**config.mk**
```make
export PLATFORM = sky130hd
export DESIGN_NAME = dbf_front
export DESIGN_NICKNAME = d
export VERILOG_FILES = /design/src/rtl/dbf_pkg.sv /design/src/rtl/dbf_spi_rx.sv /design/src/rtl/dbf_page_buf.sv /design/src/rtl/dbf_tx.sv /design/src/rtl/dbf_front.sv
export SDC_FILE = /design/constraint.sdc
export NUM_CORES = 2
export LEC_CHECK = 0
export BUFFER_PORTS_ARGS = -buffer_cell sky130_fd_sc_hd__buf_4
export CORE_ASPECT_RATIO = 1.1
export CORE_MARGIN = 3
export CORE_UTILIZATION = 45
export DETAILED_ROUTE_END_ITERATION = 8
export PLACE_DENSITY = 0.59
export SETUP_SLACK_MARGIN = 0.4
export SLEW_MARGIN = 20
export SYNTH_ARGS = -nofsm -noshare
export SYNTH_HDL_FRONTEND = slang
export SYNTH_MEMORY_MAX_BITS = 65536
export SYNTH_SLANG_ARGS = --single-unit
export TNS_END_PERCENT = 100
```
**constraint.sdc**
```tcl
create_clock -name clk -period 9.58 [get_ports clk]
set_input_delay 0.479 -clock clk [delete_from_list [all_inputs] [get_ports clk]]
set_output_delay 0.479 -clock clk [all_outputs]
set_load 0.03 [all_outputs]
```
**src/rtl/dbf_pkg.sv**
```systemverilog
package dbf_pkg;

    typedef enum logic [2:0] {
        S_OPC,
        S_ADDR,
        S_DUMMY,
        S_WDATA,
        S_RDATA,
        S_STAT,
        S_SKIP
    } fe_state_t;

    localparam logic [7:0] CMD_WR_A = 8'h84;
    localparam logic [7:0] CMD_WR_B = 8'h87;
    localparam logic [7:0] CMD_RD_A = 8'hD4;
    localparam logic [7:0] CMD_RD_B = 8'hD6;
    localparam logic [7:0] CMD_STAT = 8'hD7;

    localparam logic [3:0] DENSITY_CODE = 4'b1001;

endpackage

```
**src/rtl/dbf_spi_rx.sv**
```systemverilog
module dbf_spi_rx (
    input  logic       clk,
    input  logic       rst_n,
    input  logic       sck,
    input  logic       cs_n,
    input  logic       si,
    output logic       sck_fall,
    output logic       byte_done,
    output logic       bit_zero,
    output logic [7:0] rx_byte
);
    logic       sck_q;
    logic [2:0] bit_cnt;
    logic [6:0] shreg;
    logic       sck_rise;

    assign sck_rise  = !cs_n && sck && !sck_q;
    assign sck_fall  = !cs_n && !sck && sck_q;
    assign byte_done = sck_rise && (bit_cnt == 3'd7);
    assign bit_zero  = (bit_cnt == 3'd0);
    assign rx_byte   = {shreg, si};

    always_ff @(posedge clk or negedge rst_n) begin
        if (!rst_n) begin
            sck_q   <= 1'b0;
            bit_cnt <= '0;
            shreg   <= '0;
        end else begin
            sck_q <= sck;
            if (cs_n) begin
                bit_cnt <= '0;
            end else if (sck_rise) begin
                shreg   <= {shreg[5:0], si};
                bit_cnt <= bit_cnt + 3'd1;
            end
        end
    end

    // a deselect always restarts bit counting
    assert_bit_restart_R8: assert property (@(posedge clk) disable iff (!rst_n)
        cs_n |=> bit_zero);

endmodule

```
**src/rtl/dbf_page_buf.sv**
```systemverilog
module dbf_page_buf #(
    parameter int DEPTH = 264,
    parameter int AW    = 9
) (
    input  logic          clk,
    input  logic          rst_n,
    input  logic          we,
    input  logic [AW-1:0] addr,
    input  logic [7:0]    wdata,
    output logic [7:0]    rdata
);
    logic [7:0] mem [DEPTH];

    always_ff @(posedge clk) begin
        if (we) mem[addr] <= wdata;
    end

    assign rdata = mem[addr];

    // writes never land beyond the storage
    assert_write_in_range_R6: assert property (@(posedge clk) disable iff (!rst_n)
        we |-> (int'(addr) < DEPTH));

endmodule

```
**src/rtl/dbf_tx.sv**
```systemverilog
module dbf_tx (
    input  logic       clk,
    input  logic       rst_n,
    input  logic       cs_n,
    input  logic       sck_fall,
    input  logic       bit_zero,
    input  logic       active,
    input  logic       load,
    input  logic [7:0] load_byte,
    output logic       so,
    output logic       so_oe
);
    logic [7:0] pending;
    logic [6:0] shreg;
    logic       so_r;
    logic       oe_r;

    always_ff @(posedge clk or negedge rst_n) begin
        if (!rst_n) begin
            pending <= '0;
            shreg   <= '0;
            so_r    <= 1'b0;
            oe_r    <= 1'b0;
        end else begin
            if (load) pending <= load_byte;
            if (cs_n) begin
                oe_r <= 1'b0;
            end else if (sck_fall && active) begin
                oe_r <= 1'b1;
                if (bit_zero) begin
                    so_r  <= pending[7];
                    shreg <= pending[6:0];
                end else begin
                    so_r  <= shreg[6];
                    shreg <= {shreg[5:0], 1'b0};
                end
            end
        end
    end

    assign so    = so_r;
    assign so_oe = oe_r && !cs_n;

    // output bit moves only on a registered falling serial edge
    assert_so_on_fall_R1: assert property (@(posedge clk) disable iff (!rst_n)
        !sck_fall |=> $stable(so_r));

endmodule

```
**src/rtl/dbf_front.sv**
```systemverilog
module dbf_front #(
    parameter int SMALL_BYTES = 256,
    parameter int LARGE_BYTES = 264
) (
    input  logic clk,
    input  logic rst_n,
    input  logic sck,
    input  logic cs_n,
    input  logic si,
    input  logic page264,
    input  logic busy,
    output logic so,
    output logic so_oe
);
    import dbf_pkg::*;

    localparam int AW   = $clog2(LARGE_BYTES);
    localparam int NBUF = 2;

    fe_state_t        state, nxt;
    logic             sck_fall, byte_done, bit_zero;
    logic [7:0]       rx_byte;
    logic [1:0]       addr_cnt;
    logic             mid_lsb;
    logic             tgt;
    logic             rd_mode;
    logic [AW-1:0]    off, next_off, last_off;
    logic [NBUF-1:0]  we;
    logic [7:0]       rd_byte [NBUF];
    logic             tx_load, tx_active;
    logic [7:0]       tx_byte, status_byte;
    logic             is_buf_cmd;

    dbf_spi_rx u_rx (
        .clk(clk), .rst_n(rst_n), .sck(sck), .cs_n(cs_n), .si(si),
        .sck_fall(sck_fall), .byte_done(byte_done), .bit_zero(bit_zero),
        .rx_byte(rx_byte)
    );

    for (genvar g = 0; g < NBUF; g++) begin : g_buf
        dbf_page_buf #(.DEPTH(LARGE_BYTES), .AW(AW)) u_buf (
            .clk(clk), .rst_n(rst_n), .we(we[g]), .addr(off),
            .wdata(rx_byte), .rdata(rd_byte[g])
        );
    end

    dbf_tx u_tx (
        .clk(clk), .rst_n(rst_n), .cs_n(cs_n), .sck_fall(sck_fall),
        .bit_zero(bit_zero), .active(tx_active), .load(tx_load),
        .load_byte(tx_byte), .so(so), .so_oe(so_oe)
    );

    assign last_off    = page264 ? AW'(LARGE_BYTES - 1) : AW'(SMALL_BYTES - 1);
    assign next_off    = (off >= last_off) ? '0 : off + AW'(1);
    assign status_byte = {~busy, 1'b0, DENSITY_CODE, 1'b0, ~page264};
    assign is_buf_cmd  = (rx_byte == CMD_WR_A) || (rx_byte == CMD_WR_B) ||
                         (rx_byte == CMD_RD_A) || (rx_byte == CMD_RD_B);
    assign tx_active   = (state == S_RDATA) || (state == S_STAT);

    function automatic logic [AW-1:0] start_off(input logic hi, input logic [7:0] lo,
                                                 input logic big, input logic [AW-1:0] last);
        logic [AW-1:0] raw;
        raw = big ? AW'({hi, lo}) : AW'(lo);
        return (raw > last) ? '0 : raw;
    endfunction

    // state register
    always_ff @(posedge clk or negedge rst_n) begin
        if (!rst_n)    state <= S_OPC;
        else if (cs_n) state <= S_OPC;
        else           state <= nxt;
    end

    // next state
    always_comb begin
        nxt = state;
        unique case (state)
            S_OPC: if (byte_done) begin
                if (is_buf_cmd)               nxt = S_ADDR;
                else if (rx_byte == CMD_STAT) nxt = S_STAT;
                else                          nxt = S_SKIP;
            end
            S_ADDR:  if (byte_done && addr_cnt == 2'd2) nxt = rd_mode ? S_DUMMY : S_WDATA;
            S_DUMMY: if (byte_done) nxt = S_RDATA;
            S_WDATA, S_RDATA, S_STAT, S_SKIP: nxt = state;
        endcase
    end

    // outputs of the machine
    always_comb begin
        we      = '0;
        tx_load = 1'b0;
        tx_byte = status_byte;
        unique case (state)
            S_OPC:   tx_load = byte_done && (rx_byte == CMD_STAT);
            S_DUMMY, S_RDATA: begin
                tx_load = byte_done;
                tx_byte = rd_byte[tgt];
            end
            S_WDATA: we[tgt] = byte_done;
            S_STAT:  tx_load = byte_done;
            S_ADDR, S_SKIP: ;
        endcase
    end

    // command, address and offset tracking
    always_ff @(posedge clk or negedge rst_n) begin
        if (!rst_n) begin
            addr_cnt <= '0;
            mid_lsb  <= 1'b0;
            tgt      <= 1'b0;
            rd_mode  <= 1'b0;
            off      <= '0;
        end else if (cs_n) begin
            addr_cnt <= '0;
        end else if (byte_done) begin
            unique case (state)
                S_OPC: begin
                    tgt     <= (rx_byte == CMD_WR_B) || (rx_byte == CMD_RD_B);
                    rd_mode <= (rx_byte == CMD_RD_A) || (rx_byte == CMD_RD_B);
                end
                S_ADDR: begin
                    addr_cnt <= addr_cnt + 2'd1;
                    mid_lsb  <= rx_byte[0];
                    if (addr_cnt == 2'd2) off <= start_off(mid_lsb, rx_byte, page264, last_off);
                end
                S_DUMMY, S_WDATA, S_RDATA: off <= next_off;
                S_STAT, S_SKIP: ;
            endcase
        end
    end

    // an unknown command never enables the output
    assert_skip_quiet_R9: assert property (@(posedge clk) disable iff (!rst_n)
        (state == S_SKIP) |-> !so_oe);

    // the output is only enabled while streaming read or status data
    assert_oe_when_reading_R4: assert property (@(posedge clk) disable iff (!rst_n)
        so_oe |-> (state == S_RDATA || state == S_STAT));

    // at most one buffer written per cycle
    assert_one_buffer_R10: assert property (@(posedge clk) disable iff (!rst_n)
        $onehot0(we));

    // the offset stays inside the selected buffer during data phases
    assert_off_in_range_R5: assert property (@(posedge clk) disable iff (!rst_n)
        (state == S_RDATA || state == S_WDATA) |-> (off <= last_off));

    // a byte stored at the last offset moves the offset to 0
    assert_write_wrap_R6: assert property (@(posedge clk) disable iff (!rst_n)
        (state == S_WDATA && byte_done && off == last_off && !cs_n && $stable(page264))
        |=> (off == '0));

endmodule

```
After elaboration in Yosys (flattened, before gate mapping)
Memory sizes are Yosys's and may differ from the RTL's.
Index checks and enable logic that the tools add are counted.
W data, S select, Z words.

cells by class
  $add $sub $neg = 3
  $lt $le $gt $ge = 5
  equal/unequal tests = 18
  muxes and demuxes = 35
  bitwise logic cells = 5
  reduce and logical (&&, ||, !) cells = 37

operators by type and width
  kind                   count
  $mux W9                5
  $eq A8 B8 Y1 const B   5
  $mux W8                4
  $mux W3                7
  $pmux W9 S2            1
  $eq A3 B3 Y1 const B   4
  $logic_and A1 B1 Y1    10
  $mux W2                5
  $reduce_bool A2 Y1     5
  $add A9 B1 Y9 const B  1
  $ge A9 B9 Y1           1
  $gt A9 B9 Y1           1
  $mux W1                9
  $ne A3 B3 Y1 const B   3
  $pmux W3 S3            1
  $reduce_and A4 Y1      2
  $mux W7                1
  $eq A3 B2 Y1 const B   2
  $logic_not A3 Y1       2
  $logic_or A1 B1 Y1     6
  $reduce_and A2 Y1      3
  $reduce_and A3 Y1      2
  $reduce_or A3 Y1       2
  $ne A2 B2 Y1 const B   2
  other kinds (15)       19

storage, ports and cells
  register bits = 45
  RAM bits = 4,224
  input bits = 7
  memories kept = 2

memories
  name                words  bits a word  read ports  clocked after Yosys merged registers in  write ports  line                source
  g_buf[0].u_buf.mem  264    8            1           0                                        1            dbf_page_buf.sv:12  logic [7:0] mem [DEPTH];
  g_buf[1].u_buf.mem  264    8            1           0                                        1            dbf_page_buf.sv:12

Logic depth before layout (Yosys ltp)
  depth after elaboration = 8
  mapped depth = 14
  depth with buffers taken out = 10

Modules after synthesis
A second synthesis with hierarchy kept.

unflattened totals
  cell total of the unflattened synthesis = 8,093
  area total of the unflattened synthesis = 167,090.3 um^2

modules (own cells, without submodules)
  module        instances  cells an instance  area each (um^2)
  dbf_page_buf  2          3,910              82,088.7
  dbf_front     1          189                1,619.1
  dbf_tx        1          48                 788.3
  dbf_spi_rx    1          36                 505.5

Least setup slack after synthesis
Ideal clock, no wire load.

  path kind = register -> register
  start = reg u_rx.shreg[3]
  end = reg off[6]
  arrival = 8.965 ns
  data required time = 9.474 ns
  path slack = 0.509 ns
  stages on the path, launching flop included = 10
  buffers on the path = 0
  cells stage by stage = dfrtp_1 ha_1 nand3_1 o21ai_0 a21o_1 a21o_1 a21o_1 a31oi_1 a22oi_1 o21ai_0

on the way
  word-level cells in the longest chain between the ends = 5

ends and longest elaborated chain
  item                    line              source
  from (decl)             dbf_spi_rx.sv:14  logic [6:0] shreg;
  from (signal assigned)  dbf_spi_rx.sv:33  shreg <= {shreg[5:0], si};
  $mux W9                 dbf_front.sv:63   raw = big ? AW'({hi, lo}) : AW'(lo);
  $gt A9 B9 Y1            dbf_front.sv:64   return (raw > last) ? '0 : raw;
  $mux W9                 dbf_front.sv:64
  $mux W9                 dbf_front.sv:125  if (addr_cnt == 2'd2) off <= start_off(mid_lsb, rx_byte, page264, last_off);
  $pmux W9 S2             dbf_front.sv:117  unique case (state)
  to (signal assigned)    dbf_front.sv:125
  to (signal assigned)    dbf_front.sv:127  S_DUMMY, S_WDATA, S_RDATA: off <= next_off;
  to (decl)               dbf_front.sv:27   logic [AW-1:0] off, next_off, last_off;

Every way passes these cells. The select of a mux whose other input is x is not followed.
A chain may end at the register's enable or synchronous reset.

Worst setup path in the final report
  start = reg off[0]
  end = reg u_tx.pending[1]

on the way
  word-level cells in the longest chain between the ends = 5
  elaborated cells between the ends (all ways) = 6
  classes of those cells = mux: 4; memory: 2

ends and longest elaborated chain
  item                                            line             source
  $mem_v2 Z264 W8                                 --
  $mux W8 (implied by the code) (*) (3 in a row)  dbf_front.sv:98  tx_byte = rd_byte[tgt];
  $mux W8 (*)                                     dbf_front.sv:94  unique case (state)
  to (signal assigned)                            dbf_tx.sv:25     if (load) pending <= load_byte;
  to (decl)                                       dbf_tx.sv:13     logic [7:0] pending;

Every way passes the cells marked *; elsewhere a longest branch is shown, timed or not. The select of a mux whose other input is x is not followed.

==> impl_metrics.py <==
metrics = {
    "synthesis": {
        "synth-seq-cells": 4269,
        "synth_top_area_frac": 0.767,
        "seq_area_frac_synth": 0.773,
        "synth_common_cells": "edfxtp_1 (4224), mux4_2 (1079), nor2_1 (621)",
        "synth_top_cell_by_area": "edfxtp_1",
        "synth_area_leaders": "edfxtp_1 (77%), mux4_2 (15%), nor2_1 (1.4%)",
        "synth_top_flop_cell": "edfxtp_1",
        "yosys_warnings": 0,
        "synth.most_common_cell": "edfxtp_1",
        "ys_types": 70,
        "syn_nets": 7760,
        "synthCells": 7734,
        "netlist_area_sq_mm": 0.165,
        "synth-async-reset-ratio": 0.0105,
        "syn_area_per_cell_sq_um": 21.4,
        "synth-edff-count": 4224,
    },
    "floorplan": {
        "initial_core_util": 0.454,
        "io-pin-count": 9,
        "dieArea_sq_mm": 0.375,
        "die_w_microns": 584,
        "core-area_sq_mm": 0.365,
        "die_h_microns": 642,
        "rows": 232,
    },
    "cts": {
        "cts_tree": "done",
        "cts_buffers": 416,
        "path_clk_slew_ns": 0.06,
        "ctsResizeCount": 0,
        "root_buffer": "clkbuf_16",
        "cts_max_level": 5,
        "clock_latency_ns": 0.95,
        "clockBufferDepth": 4,
        "clkSinkCount": 4269,
    },
    "power_and_ir_drop": {
        "p_total_uw": 41000,
        "swShare": 0.224,
        "p_int_uw": 31800,
        "p_leak_uw": 0.0547,
        "share_seq_of_total_power": 0.555,
        "power_density_mw_per_mm2": 222,
        "combPwrFrac": 0.055,
        "switchingPower_uw": 9170,
        "vdd_drop_max_mv": 0.229,
        "p_clk_frac": 0.390,
    },
    "grt": {
        "groute.usage.overall": 0.256,
        "grt_pass1_wl_microns": 674000,
        "grt_max_degree": 228,
        "antenna_found_initial": 26,
        "gr-total-overflow": 0,
        "grt_pass1_vias": 83041,
    },
    "setup_path": {
        "cp-end-kind": "flip-flop",
        "cp.arrival_ns": 7.12,
        "reg2reg_slack_ns": 3.22,
        "worstSetupPathType": "flip-flop to flip-flop",
        "path_max_fanout": 35,
        "cp.required_ns": 10.34,
        "regToRegEndpoint": "u_tx.pending[1]$_DFFE_PN0P_",
        "timing.rr.start": "off[0]$_DFFE_PN0P_",
        "rr_worst_depth": 10,
        "start_kind": "flip-flop",
    },
    "timing": {
        "final_hold_viol_count": 0,
        "fin_setup_tns_ns": 0,
        "slew_headroom": 0.0829,
        "min_period_over_period": 0.663,
        "tightest_slew_ns": 1.34,
        "fin_crit_ns": 6.36,
        "finalClockSkew_ns": 0.0757,
        "timing.fmax_ghz": 0.157,
        "rsz0062_at_grt": "no",
        "hold_ws_ns": 0.144,
        "setup_viol": 0,
        "maxSlewViolCount": 0,
    },
    "placement": {
        "portBuffers": 8,
        "gp_congestion": 0.880,
        "place_area_sq_mm": 0.172,
        "hpwl_microns": 295000,
    },
    "routing": {
        "wire_per_inst_microns": 37.0,
        "ant_nets": 0,
        "routed_wl_microns": 483000,
        "firstDrtPassIters": 7,
        "via_per_inst": 6.39,
        "dr_total_vias": 83412,
        "drc": 0,
        "drt_iter0_drc": 11912,
    },
    "run_status": {
        "outcome": "completed",
    },
    "finish": {
        "final_cell_area_sq_mm": 0.185,
        "drive_above_1_share": 0.242,
        "area_growth_pct": 11.8,
        "fillers": 28666,
        "nets": 7944,
    },
    "hold_path": {
        "hold_path.class": "input pin to asynchronous set/reset pin",
    },
    "job": {
        "maxCapViolCount": 0,
    },
}
[power by group through the flow]
| stage | logic [uW] | registers [uW] | clock network (uW) |
|---|---|---|---|
| floorplan | 59.3 | 25000 | 0 |
| global placement | 2030 | 23100 | 0 |
| detailed placement | 2220 | 23200 | 0 |
| CTS | 2210 | 22800 | 16200 |
| global route | 2420 | 22800 | 16900 |
| finish | 2240 | 22800 | 16000 |
[critical path, cell delays in order, from the launching register on]
cell       delay, ns
dfrtp_4         0.86
buf_4           0.73
buf_4           0.67
mux4_2          0.58
mux2i_1         0.24
o21ai_0         0.18
a2111oi_0       1.17
nor3_1          0.12
nand4_1         0.25
nor4bb_1        1.00
o21ai_0         0.23
[worst max-delay path by stage]
| stage | start | endpoint | slack, ns | depth (start not counted) |
|---|---|---|---|---|
| final | off[0]$_DFFE_PN0P_ | u_tx.pending[1]$_DFFE_PN0P_ | 3.22 | 10 |
| after global routing | off[0]$_DFFE_PN0P_ | u_tx.pending[1]$_DFFE_PN0P_ | 3.30 | 10 |
| after CTS | off[0]$_DFFE_PN0P_ | u_tx.pending[1]$_DFFE_PN0P_ | 3.44 | 10 |
| after detailed placement | off[0]$_DFFE_PN0P_ | u_tx.pending[1]$_DFFE_PN0P_ | 3.46 | 10 |
| after global placement | off[0]$_DFFE_PN0P_ | u_tx.pending[1]$_DFFE_PN0P_ | 3.46 | 10 |
| after floorplan | u_rx.shreg[3]$_DFFE_PN0P_ | off[6]$_DFFE_PN0P_ | 0.51 | 9 |
[logic make-up after synthesis]
logic type | after synthesis | share of synthesized area
flip-flops | 4269 | 0.773
multiplexers | 1262 | 0.158
AND/OR/NAND/NOR | 1090 | 0.0274
AO/OA/AOI/OAI | 596 | 0.0252
buffers and inverters | 495 | 0.0145
adder cells (fa/ha/maj) | 19 | 0.00144
XOR/XNOR | 3 | 0.000159
[cells in the final DEF (no fill, tap or decap), types with 17 or more instances in the layout]
cell,instances
o21ai_0,57
buf_4,206
dfrtp_1,33
a221oi_1,43
clkinv_2,76
a21oi_1,120
nand3_1,65
nor2_1,598
nand4_1,20
edfxtp_1,4224
nand2_1,240
ha_1,19
a22o_1,42
a22oi_1,147
nor3_1,28
clkbuf_16,425
clkinv_1,93
nor4_1,19
o22ai_1,39
mux4_2,1079
nor2_2,17
a32oi_1,24
nand3_2,22
mux2i_1,171
bufinv_16,37
a31oi_1,24
buf_12,23
clkbuf_1,81
[sequential cells by signal, summed over array words and instances, names as in the netlist, 2 cells and up]
signal           cells
addr_cnt             2
g_buf.u_buf.mem   4224
off                  9
state                3
u_rx.bit_cnt         3
u_rx.shreg           7
u_tx.pending         8
u_tx.shreg           7
[through the flow]
stage	setup slack [ns]	util	std cells
floorplan	0.509	-	7734
global placement	3.46	0.471	12284
detailed placement	3.46	0.471	12286
CTS	3.44	0.507	13027
global route	3.30	0.507	13036
finish	3.22	0.507	13048
[timing repair]
item,CTS,global route
endpoints found under the hold margin,89,0
hold buffers,5,0
setup buffers,0,0
[per-layer routing]
layer  vias up  global-route usage  routed length, microns
li1      32754                   -                       -
met1     45051               0.359                  187000
met2      4692               0.388                  224000
met3       909              0.0639                   51600
met4         6              0.0995                   21500
met5         -                   0                      35
[cell type report]
cell class                 count  area (sq um)  area share
multi-input combinational   2970         35500       0.192
sequential                  4269        128000       0.692
clock inverter               227          2060      0.0111
inverter                      17          71.3    0.000386
tap                         4797          6000      0.0325
antenna                       15          37.5    0.000203
timing repair buffer         244          2250      0.0122
clock buffer                 509         11000      0.0594
(Power assumes the default switching activity.)
